<file path="src/rtl/dds_pkg.sv">
// dds_pkg: shared constants and the sine-entry function for the DDS core.
// Assumes the phase address splits into one half-cycle bit plus a magnitude
// index; the entry uses a rational sine approximation evaluated with integers.
package dds_pkg;

    // Mid-scale code for a sample of width w.
    function automatic int unsigned mid_code(input int unsigned w);
        return 32'd1 << (w - 1);
    endfunction

    // Sine entry for table address idx, address width aw, sample width sw.
    function automatic int unsigned sine_code(input int unsigned idx,
                                              input int unsigned aw,
                                              input int unsigned sw);
        longint unsigned half_pts;
        longint unsigned p;
        longint unsigned q;
        longint unsigned den;
        longint unsigned amp16;
        longint unsigned mag;
        half_pts = 64'd1 << (aw - 1);
        p        = longint'(idx) % half_pts;
        q        = p * (half_pts - p);
        den      = 5 * half_pts * half_pts - 4 * q;
        amp16    = 16 * (longint'(mid_code(sw)) - 1);
        mag      = (2 * amp16 * q + den) / (2 * den);
        if (longint'(idx) < half_pts)
            return mid_code(sw) + int'(mag);
        else
            return mid_code(sw) - int'(mag);
    endfunction

endpackage

</file>
<file path="src/rtl/dds_tick_gen.sv">
// dds_tick_gen: produces the advance enable that is high on every second clock.
// Assumes clr is synchronous; while clr is high the toggle holds at zero so the
// first advance after release lands on the second edge.
module dds_tick_gen (
    input  logic clk,
    input  logic rst_n,
    input  logic clr,
    output logic adv_o
);

    logic tog_q;

    // Toggle flop: cleared by reset or alignment, else inverts each clock.
    always_ff @(posedge clk) begin
        if (!rst_n || clr)
            tog_q <= 1'b0;
        else
            tog_q <= ~tog_q;
    end

    assign adv_o = tog_q;

endmodule

</file>
<file path="src/rtl/dds_phase_acc.sv">
// dds_phase_acc: wrapping phase register that adds the frequency word when
// advance is high. Assumes ACC_W >= FREQ_W; the word is zero-extended.
module dds_phase_acc #(
    parameter int FREQ_W = 16,
    parameter int ACC_W  = 21
) (
    input  logic              clk,
    input  logic              rst_n,
    input  logic              clr,
    input  logic              adv,
    input  logic [FREQ_W-1:0] freq,
    output logic [ACC_W-1:0]  phase_o
);

    localparam int PAD_W = ACC_W - FREQ_W;

    logic [ACC_W-1:0] phase_q;
    logic [ACC_W-1:0] step;

    // Zero-extend the word to the phase width.
    generate
        if (PAD_W > 0) begin : g_pad
            assign step = {{PAD_W{1'b0}}, freq};
        end else begin : g_nopad
            assign step = freq[ACC_W-1:0];
        end
    endgenerate

    // Phase register: cleared by reset or alignment, advances modulo 2^ACC_W.
    always_ff @(posedge clk) begin
        if (!rst_n || clr)
            phase_q <= '0;
        else if (adv)
            phase_q <= phase_q + step;
    end

    assign phase_o = phase_q;

endmodule

</file>
<file path="src/rtl/dds_sine_rom.sv">
// dds_sine_rom: full-cycle sine table computed at elaboration, read through one
// output register that can be muted to mid-scale. Assumes DEPTH = 2^ADDR_W.
module dds_sine_rom
    import dds_pkg::*;
#(
    parameter int ADDR_W   = 9,
    parameter int SAMPLE_W = 8
) (
    input  logic                clk,
    input  logic                rst_n,
    input  logic                mute,
    input  logic [ADDR_W-1:0]   addr,
    output logic [SAMPLE_W-1:0] sample_o
);

    localparam int DEPTH = 1 << ADDR_W;
    localparam logic [SAMPLE_W-1:0] MID = SAMPLE_W'(mid_code(SAMPLE_W));

    logic [SAMPLE_W-1:0] tbl [DEPTH];
    logic [SAMPLE_W-1:0] sample_q;

    // One constant entry per address.
    generate
        for (genvar i = 0; i < DEPTH; i++) begin : g_tbl
            localparam logic [SAMPLE_W-1:0] ENTRY =
                SAMPLE_W'(sine_code(i, ADDR_W, SAMPLE_W));
            assign tbl[i] = ENTRY;
        end
    endgenerate

    // Output register: mid-scale on reset or mute, else the addressed entry.
    always_ff @(posedge clk) begin
        if (!rst_n || mute)
            sample_q <= MID;
        else
            sample_q <= tbl[addr];
    end

    assign sample_o = sample_q;

endmodule

</file>
<file path="src/rtl/dds_core.sv">
// dds_core: half-rate DDS top. A toggle gates the phase adder to alternate
// clocks; the upper phase bits address the sine table. Alignment (active low)
// clears phase and toggle and mutes; shutdown only mutes.
// Assumes all inputs are synchronous to clk.
module dds_core #(
    parameter int FREQ_W   = 16,
    parameter int ACC_W    = 21,
    parameter int ADDR_W   = 9,
    parameter int SAMPLE_W = 8
) (
    input  logic                clk,
    input  logic                rst_n,
    input  logic [FREQ_W-1:0]   freq_word,
    input  logic                sync_n,
    input  logic                shdn,
    output logic [SAMPLE_W-1:0] sample_o
);

    localparam int ADDR_LSB = ACC_W - ADDR_W;

    logic              align;
    logic              adv_en;
    logic              mute;
    logic [ACC_W-1:0]  phase_q;
    logic [ADDR_W-1:0] tbl_addr;

    // Control decode: alignment clears state, either input mutes.
    assign align    = ~sync_n;
    assign mute     = align | shdn;
    assign tbl_addr = phase_q[ACC_W-1:ADDR_LSB];

    dds_tick_gen tick_i (
        .clk   (clk),
        .rst_n (rst_n),
        .clr   (align),
        .adv_o (adv_en)
    );

    dds_phase_acc #(
        .FREQ_W (FREQ_W),
        .ACC_W  (ACC_W)
    ) acc_i (
        .clk     (clk),
        .rst_n   (rst_n),
        .clr     (align),
        .adv     (adv_en),
        .freq    (freq_word),
        .phase_o (phase_q)
    );

    dds_sine_rom #(
        .ADDR_W   (ADDR_W),
        .SAMPLE_W (SAMPLE_W)
    ) rom_i (
        .clk      (clk),
        .rst_n    (rst_n),
        .mute     (mute),
        .addr     (tbl_addr),
        .sample_o (sample_o)
    );

endmodule

</file>
<file path="config.mk">
export PLATFORM = sky130hd
export DESIGN_NAME = dds_core
export DESIGN_NICKNAME = d
export VERILOG_FILES = /design/src/rtl/dds_pkg.sv /design/src/rtl/dds_tick_gen.sv /design/src/rtl/dds_phase_acc.sv /design/src/rtl/dds_sine_rom.sv /design/src/rtl/dds_core.sv
export SDC_FILE = /design/constraint.sdc
export NUM_CORES = 1
export LEC_CHECK = 0
export BUFFER_PORTS_ARGS = -buffer_cell sky130_fd_sc_hd__buf_2
export CAP_MARGIN = 20
export CORE_UTILIZATION = 45
export DETAILED_ROUTE_END_ITERATION = 8
export PLACE_DENSITY = 0.75
export SKIP_CTS_REPAIR_TIMING = 1
export SLEW_MARGIN = 20
export SYNTH_ARGS = -nofsm -noshare
export SYNTH_HDL_FRONTEND = slang
export SYNTH_SLANG_ARGS = --single-unit
</file>
<file path="constraint.sdc">
create_clock -name clk -period 2.6 [get_ports clk]
set_input_delay 0.13 -clock clk [delete_from_list [all_inputs] [get_ports clk]]
set_output_delay 0.13 -clock clk [all_outputs]
set_load 0.01 [all_outputs]
</file>
==> metrics.md, run 1 <==
| Metric | Value |
|---|---|
| Status | `complete, no violations` |
| First-pass GRT wire length | `25.8 mm` |
| Number of global-route vias before repair | `4929` |
| Delay-heaviest family, CP | `compound AO/OA/AOI/OAI gates` |
| HP Class | `in -> reg` |
| Hold Slack | `270 ps` |
| Starting density of the core | `46.8%` |
| Top Metal Used | `met4` |
| Layout cells sized above 1 | `15.1%` |
| Max Cap Viol | `0` |
| Worst-case clock buffer depth | `2` |
| Static Leak | `1.89 nW` |
| DRT antenna net count | `0` |
| DR iter-0 viols | `721` |
| Setup TNS | `0 ps` |
| Routed len/inst | `20.3 um` |
| PortBufs | `27` |
| Synth Area per Inst | `7.02 um2` |
| Antenna Diode Count | `0` |
| WL final | `16.2 mm` |
| Slowest stage delay, CP | `490 ps` |
| Hold Crit Endpoint | `acc_i.phase_o[0]` |
| Syn Inst Count | `654` |
| Core area | `9820 um2` |
| Cell variety after synth | `70` |
| Die Area | `10600 um2` |
| Synthesized flop and latch total | `30` |
| Async S/R FF share, synth | `0%` |
| CTS Buf Count | `5` |
| PwrDens | `243 nW/um2` |
| Sinks on Clock Net | `30` |
| Hold Vio Cnt, Final | `0` |
| Worst Path Required | `2780 ps` |
| Hold Path Depth | `4` |
| Post-synth net total | `707` |
| Dpl cells | `788` |
| Synth area leaders | `dfxtp_1, ha_1, o21ai_0` |
| Worst setup EP type | `register` |
| Worst setup path class | `reg -> reg` |
| Nets | `715` |
| Slew margin rel. | `52.9%` |
| Leading cell types in the layout, fill and taps excluded | `o21ai_0, nor2_1, a21oi_1` |
| Worst Setup Start Kind | `register` |
| WL met2 | `7.20 mm` |
| Max VDD drop | `0.207 mV` |
| Row count | `36` |
| CP bufs+invs | `0` |
| Fin Clk Skew | `12.0 ps` |
| Worst-Skew Late Latency | `290 ps` |
| CP Max Fanout | `5` |
| Synth warnings | `0` |
| Fin cells | `796` |
| Placer Congestion | `0.988` |
| Top FF cell, synth | `dfxtp_1` |
| Post-DP HPWL | `11.7 mm` |
| Slew Limit Fails | `0` |
| Unrepaired setup endpoints after global routing | `no` |
| Most common cell after layout, fill and taps aside | `o21ai_0` |
| Hold wc startpoint | `freq_word[0]` |
| Synthesis-to-finish area growth | `10.3%` |
| Least-Margin Pin Slew | `706 ps` |
| Crit share post-route | `97.7%` |
| Min cycle time layout | `2540 ps` |
| Share of the synthesized area in the top cell type | `13.1%` |
| Worst-path cell with the longest stage delay | `a221o_2` |
| Sequential area share after synthesis | `13.1%` |
| Peak Freq | `394 MHz` |
| Largest net degree at the start of global routing | `70` |
| Area leader, netlist | `dfxtp_1` |
| Initial antenna violation count | `0` |
| Top-Level Pins | `28` |
| Via/cell ratio | `6.74` |
| Drc violations | `0` |
| Post-Route M1 WL | `6.20 mm` |
| Routed vias | `5367` |
| Die height | `103 um` |
| # setup viols final | `0` |
| Reg2reg path depth | `8` |
| Reg-to-Reg Start | `acc_i.phase_o[0]` |
| Clock transition at the registers of the reported paths | `80 ps` |
| Clock Tree Root | `clkbuf_8` |
| DRT Pass-1 Iters | `8` |
| Total power | `0.00123 W` |
| Total track usage | `31.6%` |
| CTS tree | `done` |
| Sequence of cells on the critical path | `ha_1 > fa_1 > a211oi_2 > nor2_1 > a221o_2 > a211oi_1 > xor2_1 > o21ai_0` |
| Reg2Reg Capture Point | `acc_i.phase_o[14]` |
| R2r setup slk | `60 ps` |
| Worst Path Arrival | `2720 ps` |
| Post-synth EDFFs | `0` |
| Htree depth | `2` |
| Routed wl met3 | `1.80 mm` |
| Die Span X | `103 um` |
| Mapped Area | `4590 um2` |
| Global route overflow | `0` |
## power by group
| part | switching, W | leakage (nW) | internal [W] |
|---|---|---|---|
| clock | 0.000211 | 0.0472 | 0.000213 |
| sequential | 0.00000718 | 0.244 | 0.000467 |
| combinational | 0.000195 | 1.60 | 0.000135 |
## worst max-delay path by stage
stage	startpoint	slack (ps)	endpoint	cells after the start
2_1_floorplan	acc_i.phase_o[14]	40	rom_i.sample_o[2]	11
3_3_place_gp	acc_i.phase_o[0]	90	acc_i.phase_o[10]	8
3_5_place_dp	acc_i.phase_o[0]	30	acc_i.phase_o[10]	8
4_1_cts	acc_i.phase_o[0]	10	acc_i.phase_o[18]	8
5_1_grt	acc_i.phase_o[0]	3	acc_i.phase_o[10]	8
6_report	acc_i.phase_o[0]	60	acc_i.phase_o[14]	8
## state kept, by name, indices dropped and copies added, names as in the netlist
register and flops:
acc_i.phase_o 21, rom_i.sample_o 8, tick_i.adv_o 1
## cell usage after synthesis (all sizes together) (12+ instances only)
master / n
a211oi: 22
nand3: 14
o21ai: 64
ha: 32
nand2: 53
buf: 39
a31oi: 14
o311ai: 12
inv: 17
dfxtp: 30
a21oi: 55
nor2: 57
clkbuf: 27
nand2b: 20
nor2b: 16
mux2i: 18
nor3: 15
## metal layers
layer  vias to the layer above  global-route usage (%)
met3                        91                    7.46
met5                         -                       0
met1                      2431                    40.4
li1                       2470                       -
met4                         0                    17.1
met2                       375                    49.1
## kinds of logic after synthesis
family                     after synthesis  synth area share [%]
xor gates and xnor gates                15                  2.86
adders and majority gates               33                  9.16
and+or+nand+nor                        210                  22.1
AOI/OAI and AO/OA                      255                  36.6
buffers and inverters                   83                  8.07
muxes                                   28                  8.09
DFF                                     30                  13.1
## stage by stage
step	instance area, um2	setup WS, ps	utilization [%]
floorplan	4590	37.3	-
global placement	4940	85.6	50.3
detailed placement	4940	34.7	50.3
CTS	5040	9.63	51.3
global route	5060	2.75	51.6
finish	5060	58.8	51.6
## worst reg2reg max path: stages (launching register included)
cell and delay (ps):
dfxtp_1 330, ha_1 230, fa_1 450, a211oi_2 280, nor2_1 90, a221o_2 490
a211oi_1 320, xor2_1 170, o21ai_0 80
## final cells by class
| cell class | instances | area, um2 |
|---|---|---|
| Fill cell | 979 | 4760 |
| Timing Repair Buffer | 67 | 485 |
| Sequential cell | 30 | 604 |
| Clock buffer | 6 | 82.6 |
| Inverter | 17 | 66.3 |
| Clock inverter | 2 | 12.5 |
| Tap cell | 133 | 166 |
| Multi-Input combinational cell | 541 | 3650 |
Power figures use the tool's default switching activity.
==> inputs of run 2 (changes only) <==
--- a/config.mk
+++ b/config.mk
@@ -7,9 +7,9 @@
 export LEC_CHECK = 0
 export BUFFER_PORTS_ARGS = -buffer_cell sky130_fd_sc_hd__buf_2
 export CAP_MARGIN = 20
-export CORE_UTILIZATION = 45
+export CORE_UTILIZATION = 57
 export DETAILED_ROUTE_END_ITERATION = 8
-export PLACE_DENSITY = 0.75
+export PLACE_DENSITY = 0.89
 export SKIP_CTS_REPAIR_TIMING = 1
 export SLEW_MARGIN = 20
 export SYNTH_ARGS = -nofsm -noshare
==> constraint.sdc (replaced) <==
create_clock -name clk -period 2.6 [get_ports clk]
set_input_delay 0.13 -clock clk [delete_from_list [all_inputs] [get_ports clk]]
set_output_delay 0.13 -clock clk [all_outputs]
set_load 0.1 [all_outputs]
==> run 2 against run 1 <==
Sequential share of layout area is 0.092 points higher. Final cell count is 4.3% lower. Core utilization grew 13 points. Combinational power up 2%. First-iteration DRC count shrank 15%. Cell area fell by 0.77%. Non-clock buffer count down 3. Maximum frequency fell by 0.63%. Setup slack got worse by 16 ps. Critical path type unchanged. Largest cell class unchanged.
==> metrics.md, run 2 (synthesis gave the netlist of run 1 again) <==
| Metric | Value |
|---|---|
| Status | `complete, no violations` |
| Pre-CTS setup slack | `0.846 ps (-33.8 ps)` |
| Drc violations | `0 (unchanged)` |
| Initial antenna violation count | `0 (unchanged)` |
| First-pass GRT wire length | `25.4 mm (-1.6%)` |
| Peak Freq | `391 MHz (-0.63%)` |
| Delay-heaviest family, CP | `compound AO/OA/AOI/OAI gates` |
| Fill count | `697 (-29%)` |
| Total track usage | `37.8% (+6.2 points)` |
| Worst setup margin | `42.8 ps (-16.0 ps)` |
| PwrDens | `250 nW/um2 (+3.2%)` |
| Switch share | `35.1% (+1.4 points)` |
| Static Leak | `1.88 nW (-0.50%)` |
| Least-Margin Pin Slew | `696 ps (-10.4 ps)` |
| Worst-Skew Late Latency | `300 ps (about the same)` |
| Setup TNS | `0 ps (unchanged)` |
| PortBufs | `27 (unchanged)` |
| Slew margin rel. | `53.0% (+0.10 points)` |
| Flop pwr share | `37.8% (-0.8 points)` |
| Clock Tree Root | `clkbuf_8` |
| Die height | `91.7 um (-11%)` |
| Power Internal | `0.000817 W (+0.20%)` |
| Crit share post-route | `98.4% (+0.62 points)` |
| CP bufs+invs | `0 (unchanged)` |
| Hold Vio Cnt, Final | `0 (unchanged)` |
| CTS Buf Count | `5 (unchanged)` |
| Clock power frac | `35.4% (+0.9 points)` |
| Die Span X | `91.7 um (-11%)` |
| DRT Pass-1 Iters | `6 (-2)` |
| Number of global-route vias before repair | `5038 (+2.2%)` |
| Clock transition at the registers of the reported paths | `90 ps (about the same)` |
| CTS tree | `done` |
| Placer Congestion | `1.06 (+7.2%)` |
| Nets | `712 (-0.42%)` |
| CP Max Fanout | `5 (unchanged)` |
| Post-DP HPWL | `11.5 mm (-1.5%)` |
| HP Class | `in -> reg` |
| Worst setup EP type | `register` |
| # setup viols final | `0 (unchanged)` |
| Worst-case clock buffer depth | `2 (unchanged)` |
| Most common cell after layout, fill and taps aside | `o21ai_0` |
| Worst setup path class | `reg -> reg` |
| Via/cell ratio | `7.17 (+6.3%)` |
| Worst Path Arrival | `2740 ps (+20 ps)` |
| Row count | `32 (-11%)` |
| Die Area | `8420 um2 (-21%)` |
| Top-Level Pins | `28 (unchanged)` |
| Sequence of cells on the critical path | `ha_1 > fa_1 > a211oi_2 > nor2_1 > a221o_1 > a311oi_2 > xor2_1 > o21ai_0` |
| Worst-path cell with the longest stage delay | `a221o_1` |
| Placement Cell Area | `4910 um2 (-0.73%)` |
| WL final | `15.9 mm (-1.9%)` |
| Slew Limit Fails | `0 (unchanged)` |
| Sinks on Clock Net | `30 (unchanged)` |
| Synthesis-to-finish area growth | `9.46%` |
| Routed vias | `5461 (+1.8%)` |
| Largest net degree at the start of global routing | `51 (-27%)` |
| DRT antenna net count | `0 (unchanged)` |
| Layout cells sized above 1 | `14.7% (-0.39 points)` |
| Starting density of the core | `59.1% (+12 points)` |
| Hold Slack | `202 ps (-67.2 ps)` |
| Min cycle time layout | `2560 ps (+16.0 ps)` |
| Sw power | `0.000441 W (+6.6%)` |
| Worst Setup Start Kind | `register` |
| Htree depth | `2 (unchanged)` |
| Routed len/inst | `20.8 um (+2.5%)` |
| Max FFs per register | `21 (unchanged)` |
| Max VDD drop | `0.283 mV (+37%)` |
| Combinational power share | `26.9% (about the same)` |
| Fin Clk Skew | `14.2 ps (+2.20 ps)` |
| Antenna Diode Count | `0 (unchanged)` |
| Leading cell types in the layout, fill and taps excluded | `o21ai_0, nor2_1, a21oi_1` |
| Design area | `5020 um2 (-0.77%)` |
| Global route overflow | `0 (unchanged)` |
| Core area | `7770 um2 (-21%)` |
| DR iter-0 viols | `614 (-15%)` |
| Slowest stage delay, CP | `480 ps (about the same)` |
| Worst Path Required | `2790 ps (about the same)` |
| Max Cap Viol | `0 (unchanged)` |
## run 2: per-layer routing
| layer | routed length [um] | share of wire (%) | GRT usage, % |
|---|---|---|---|
| met3 | 1890 | 12 | 7.63 |
| met1 | 5750 | 36 | 46.0 |
| met4 | 1080 | 6.8 | 25.7 |
| met2 | 7160 | 45 | 59.9 |
| met5 | 0 | 0 | 0 |
## run 2: worst min-delay path: cells and delay by family
| kind | cells | cell delay [ps] |
|---|---|---|
| buffers and inverters | 1 | 80 |
| multiplexers | 1 | 60 |
| adder cells (fa/ha/maj) | 1 | 120 |
| AND/OR/NAND/NOR | 1 | 70 |
## run 2: area by class of cell
| type | count | area [um2] | area share [%] |
|---|---|---|---|
| inverters | 17 | 66.3 | 1.32 |
| multi-input cells | 541 | 3640 | 72.5 |
| flip-flops and latches | 30 | 604 | 12.0 |
| well taps | 102 | 128 | 2.54 |
| clock buffers | 6 | 82.6 | 1.64 |
| clock inverters | 2 | 12.5 | 0.249 |
| repair buffers | 64 | 488 | 9.71 |
## run 2: worst paths after layout
kind,from,end,slack [ps],cells past startpoint
min reg2reg,acc_i.phase_o[7],acc_i.phase_o[7],490,2
max reg2reg,acc_i.phase_o[0],acc_i.phase_o[10],40,8
min,freq_word[0],acc_i.phase_o[0],200,4
max,acc_i.phase_o[0],acc_i.phase_o[10],40,8
## run 2: per-stage QoR
stage | utilization (%) | cells | total power (W)
global route | 64.7 | 762 | 0.00129
global placement | 63.2 | 754 | 0.000796
detailed placement | 63.2 | 754 | 0.000808
CTS | 64.4 | 762 | 0.00123
floorplan | - | 654 | 0.000713
finish | 64.7 | 762 | 0.00126
## run 2: power groups by stage
stage | registers, W | clock network (W) | logic, W
floorplan | 0.000487 | 0 | 0.000225
global placement | 0.000485 | 0 | 0.000311
detailed placement | 0.000485 | 0 | 0.000323
CTS | 0.000475 | 0.000434 | 0.000325
global route | 0.000476 | 0.000447 | 0.000364
finish | 0.000475 | 0.000445 | 0.000338
==> inputs of run 3 (changes only) <==
--- a/config.mk
+++ b/config.mk
@@ -9,7 +9,8 @@
 export CAP_MARGIN = 20
 export CORE_UTILIZATION = 57
 export DETAILED_ROUTE_END_ITERATION = 8
-export PLACE_DENSITY = 0.89
+export PLACE_DENSITY = 0.87
+export SETUP_SLACK_MARGIN = 0.15
 export SKIP_CTS_REPAIR_TIMING = 1
 export SLEW_MARGIN = 20
 export SYNTH_ARGS = -nofsm -noshare
==> run 3 against run 2 <==
Combinational power barely moved. Hold slack gained 2.3 ps. Critical path depth did not move. Sequential cell count is the same. Maximum frequency increased by 6.8%. Cell area up 0.75%. Largest cell class unchanged. Highest routed layer unchanged.
==> metrics.md, run 3 (synthesis gave the netlist of run 1 again) <==
| Metric | Value |
|---|---|
| Clock Tree Root | `clkbuf_8` |
| # setup viols final | `0 (unchanged)` |
| First-pass GRT wire length | `25.2 mm (-0.73%)` |
| Max Cap Viol | `0 (unchanged)` |
| Routed len/inst | `20.8 um (about the same)` |
| Power Internal | `0.000815 W (-0.28%)` |
| Status | `complete, no violations` |
| DRT antenna net count | `0 (unchanged)` |
| Htree depth | `2 (unchanged)` |
| Die Span X | `91.7 um (unchanged)` |
| Switch share | `33.9% (-1.1 points)` |
| Slew Limit Fails | `0 (unchanged)` |
| Clock transition at the registers of the reported paths | `70 ps (-20 ps)` |
| Worst Path Required | `2780 ps (about the same)` |
| Max VDD drop | `0.202 mV (-29%)` |
| Hold Vio Cnt, Final | `0 (unchanged)` |
| Most common cell after layout, fill and taps aside | `o21ai_0` |
| Worst Setup Start Kind | `register` |
| Synthesis-to-finish area growth | `10.3%` |
| Flop pwr share | `38.5% (+0.7 points)` |
| Nets | `716 (+0.56%)` |
| Die height | `91.7 um (unchanged)` |
| Final Util | `65.2% (+0.48 points)` |
| Least-Margin Pin Slew | `726 ps (+30.4 ps)` |
| Max FFs per register | `21 (unchanged)` |
| Combinational power share | `27.2% (+0.3 points)` |
| Clock power frac | `34.3% (-1.1 points)` |
| Reg2reg path depth | `8 (unchanged)` |
| Worst setup EP type | `register` |
| Fin Clk Skew | `8.92 ps (-5.25 ps)` |
| Antenna Diode Count | `0 (unchanged)` |
| Fill count | `692 (-0.72%)` |
| Row count | `32 (unchanged)` |
| Static Leak | `1.90 nW (+0.98%)` |
| Drc violations | `0 (unchanged)` |
| CP Max Fanout | `5 (unchanged)` |
| Worst-Skew Late Latency | `300 ps (about the same)` |
| Via/cell ratio | `7.19 (+0.35%)` |
| Layout cells sized above 1 | `16.7% (+2.0 points)` |
| Total track usage | `37.5% (-0.25 points)` |
| Worst setup path class | `reg -> reg` |
| Worst Path Arrival | `2570 ps (-170 ps)` |
| Global route overflow | `0 (unchanged)` |
| Worst-case clock buffer depth | `2 (unchanged)` |
| Number of global-route vias before repair | `5023 (-0.30%)` |
| PortBufs | `27 (unchanged)` |
| WL final | `16.0 mm (+0.55%)` |
| Sw power | `0.000418 W (-5.2%)` |
| Peak Freq | `418 MHz (+6.8%)` |
| Hold Path Depth | `4 (unchanged)` |
| Post-DP HPWL | `11.3 mm (-1.6%)` |
| Unrepaired setup endpoints after global routing | `yes` |
| Largest net degree at the start of global routing | `45 (-12%)` |
| Starting density of the core | `59.1% (unchanged)` |
| Min cycle time layout | `2390 ps (-164 ps)` |
| Initial antenna violation count | `0 (unchanged)` |
| Setup TNS | `0 ps (unchanged)` |
| Core area | `7770 um2 (unchanged)` |
| Routed vias | `5509 (+0.88%)` |
| Crit share post-route | `92.1% (-6.3 points)` |
| Placer Congestion | `1.02 (-3.5%)` |
| Die Area | `8420 um2 (unchanged)` |
| PwrDens | `243 nW/um2 (-2.7%)` |
| CTS Buf Count | `5 (unchanged)` |
| Leading cell types in the layout, fill and taps excluded | `o21ai_0, nor2_1, a21oi_1` |
| CTS tree | `done` |
| Slew margin rel. | `50.9% (-2.1 points)` |
| DR iter-0 viols | `671 (+9.3%)` |
| HP Class | `in -> reg` |
| Sinks on Clock Net | `30 (unchanged)` |
| Top-Level Pins | `28 (unchanged)` |
| DRT Pass-1 Iters | `5 (-1)` |
-- run 3: changes by cell type in the layout (fill, tap and decap cells not counted), sizes merged --
| cell | before | now |
|---|---|---|
| buf | 64 | 68 |
-- run 3: metal layers --
metal  global-route usage [%]  vias to the layer above  part of all wire [%]
li1                         -                     2468                     -
met1                     47.6                     2542                    39
met2                     59.8                      405                    45
met3                     5.80                       94                    10
met4                     22.8                        0                   5.6
met5                        0                        -                     0
-- run 3: path summary, 6_finish.rpt --
path                startpoint                end  slack (ps)
min               freq_word[0]   acc_i.phase_o[0]         200
max reg2reg   acc_i.phase_o[0]  acc_i.phase_o[10]         210
max           acc_i.phase_o[0]  acc_i.phase_o[10]         210
min reg2reg  acc_i.phase_o[10]  acc_i.phase_o[10]         490
-- run 3: worst max-delay path, stage by stage (launching register included) --
cell and delay, ps:
dfxtp_1 320, ha_1 220, fa_2 380, a211oi_2 250, nor2_1 100, a221o_2 450
a311oi_2 320, xor2_1 160, o21ai_0 80
-- run 3: final cells by class --
class / count / area (um2) / area share [%]
multi-input cells: 541 / 3680 / 72.8
flip-flops and latches: 30 / 609 / 12.0
repair buffers: 68 / 480 / 9.49
well taps: 102 / 128 / 2.52
clock buffers: 6 / 82.6 / 1.63
inverters: 17 / 66.3 / 1.31
clock inverters: 2 / 12.5 / 0.247
-- run 3: power groups by stage --
stage	Sequential, W	Combinational (W)	Clock, W
floorplan	0.000487	0.000227	0
global route	0.000476	0.000363	0.000441
CTS	0.000475	0.000320	0.000425
finish	0.000475	0.000335	0.000422
global placement	0.000485	0.000310	0
detailed placement	0.000486	0.000318	0
-- run 3: metrics by stage --
step	hold WS, ps	instance area (um2)	cells	setup slack [ps]	total power (W)
2_1_floorplan	353	4610	654	166	0.000714
3_3_place_gp	459	4910	758	92.1	0.000795
3_5_place_dp	470	4910	758	56.3	0.000804
4_1_cts	207	5010	766	47.1	0.00122
5_1_grt	238	5060	766	133	0.00128
6_report	205	5060	766	206	0.00123
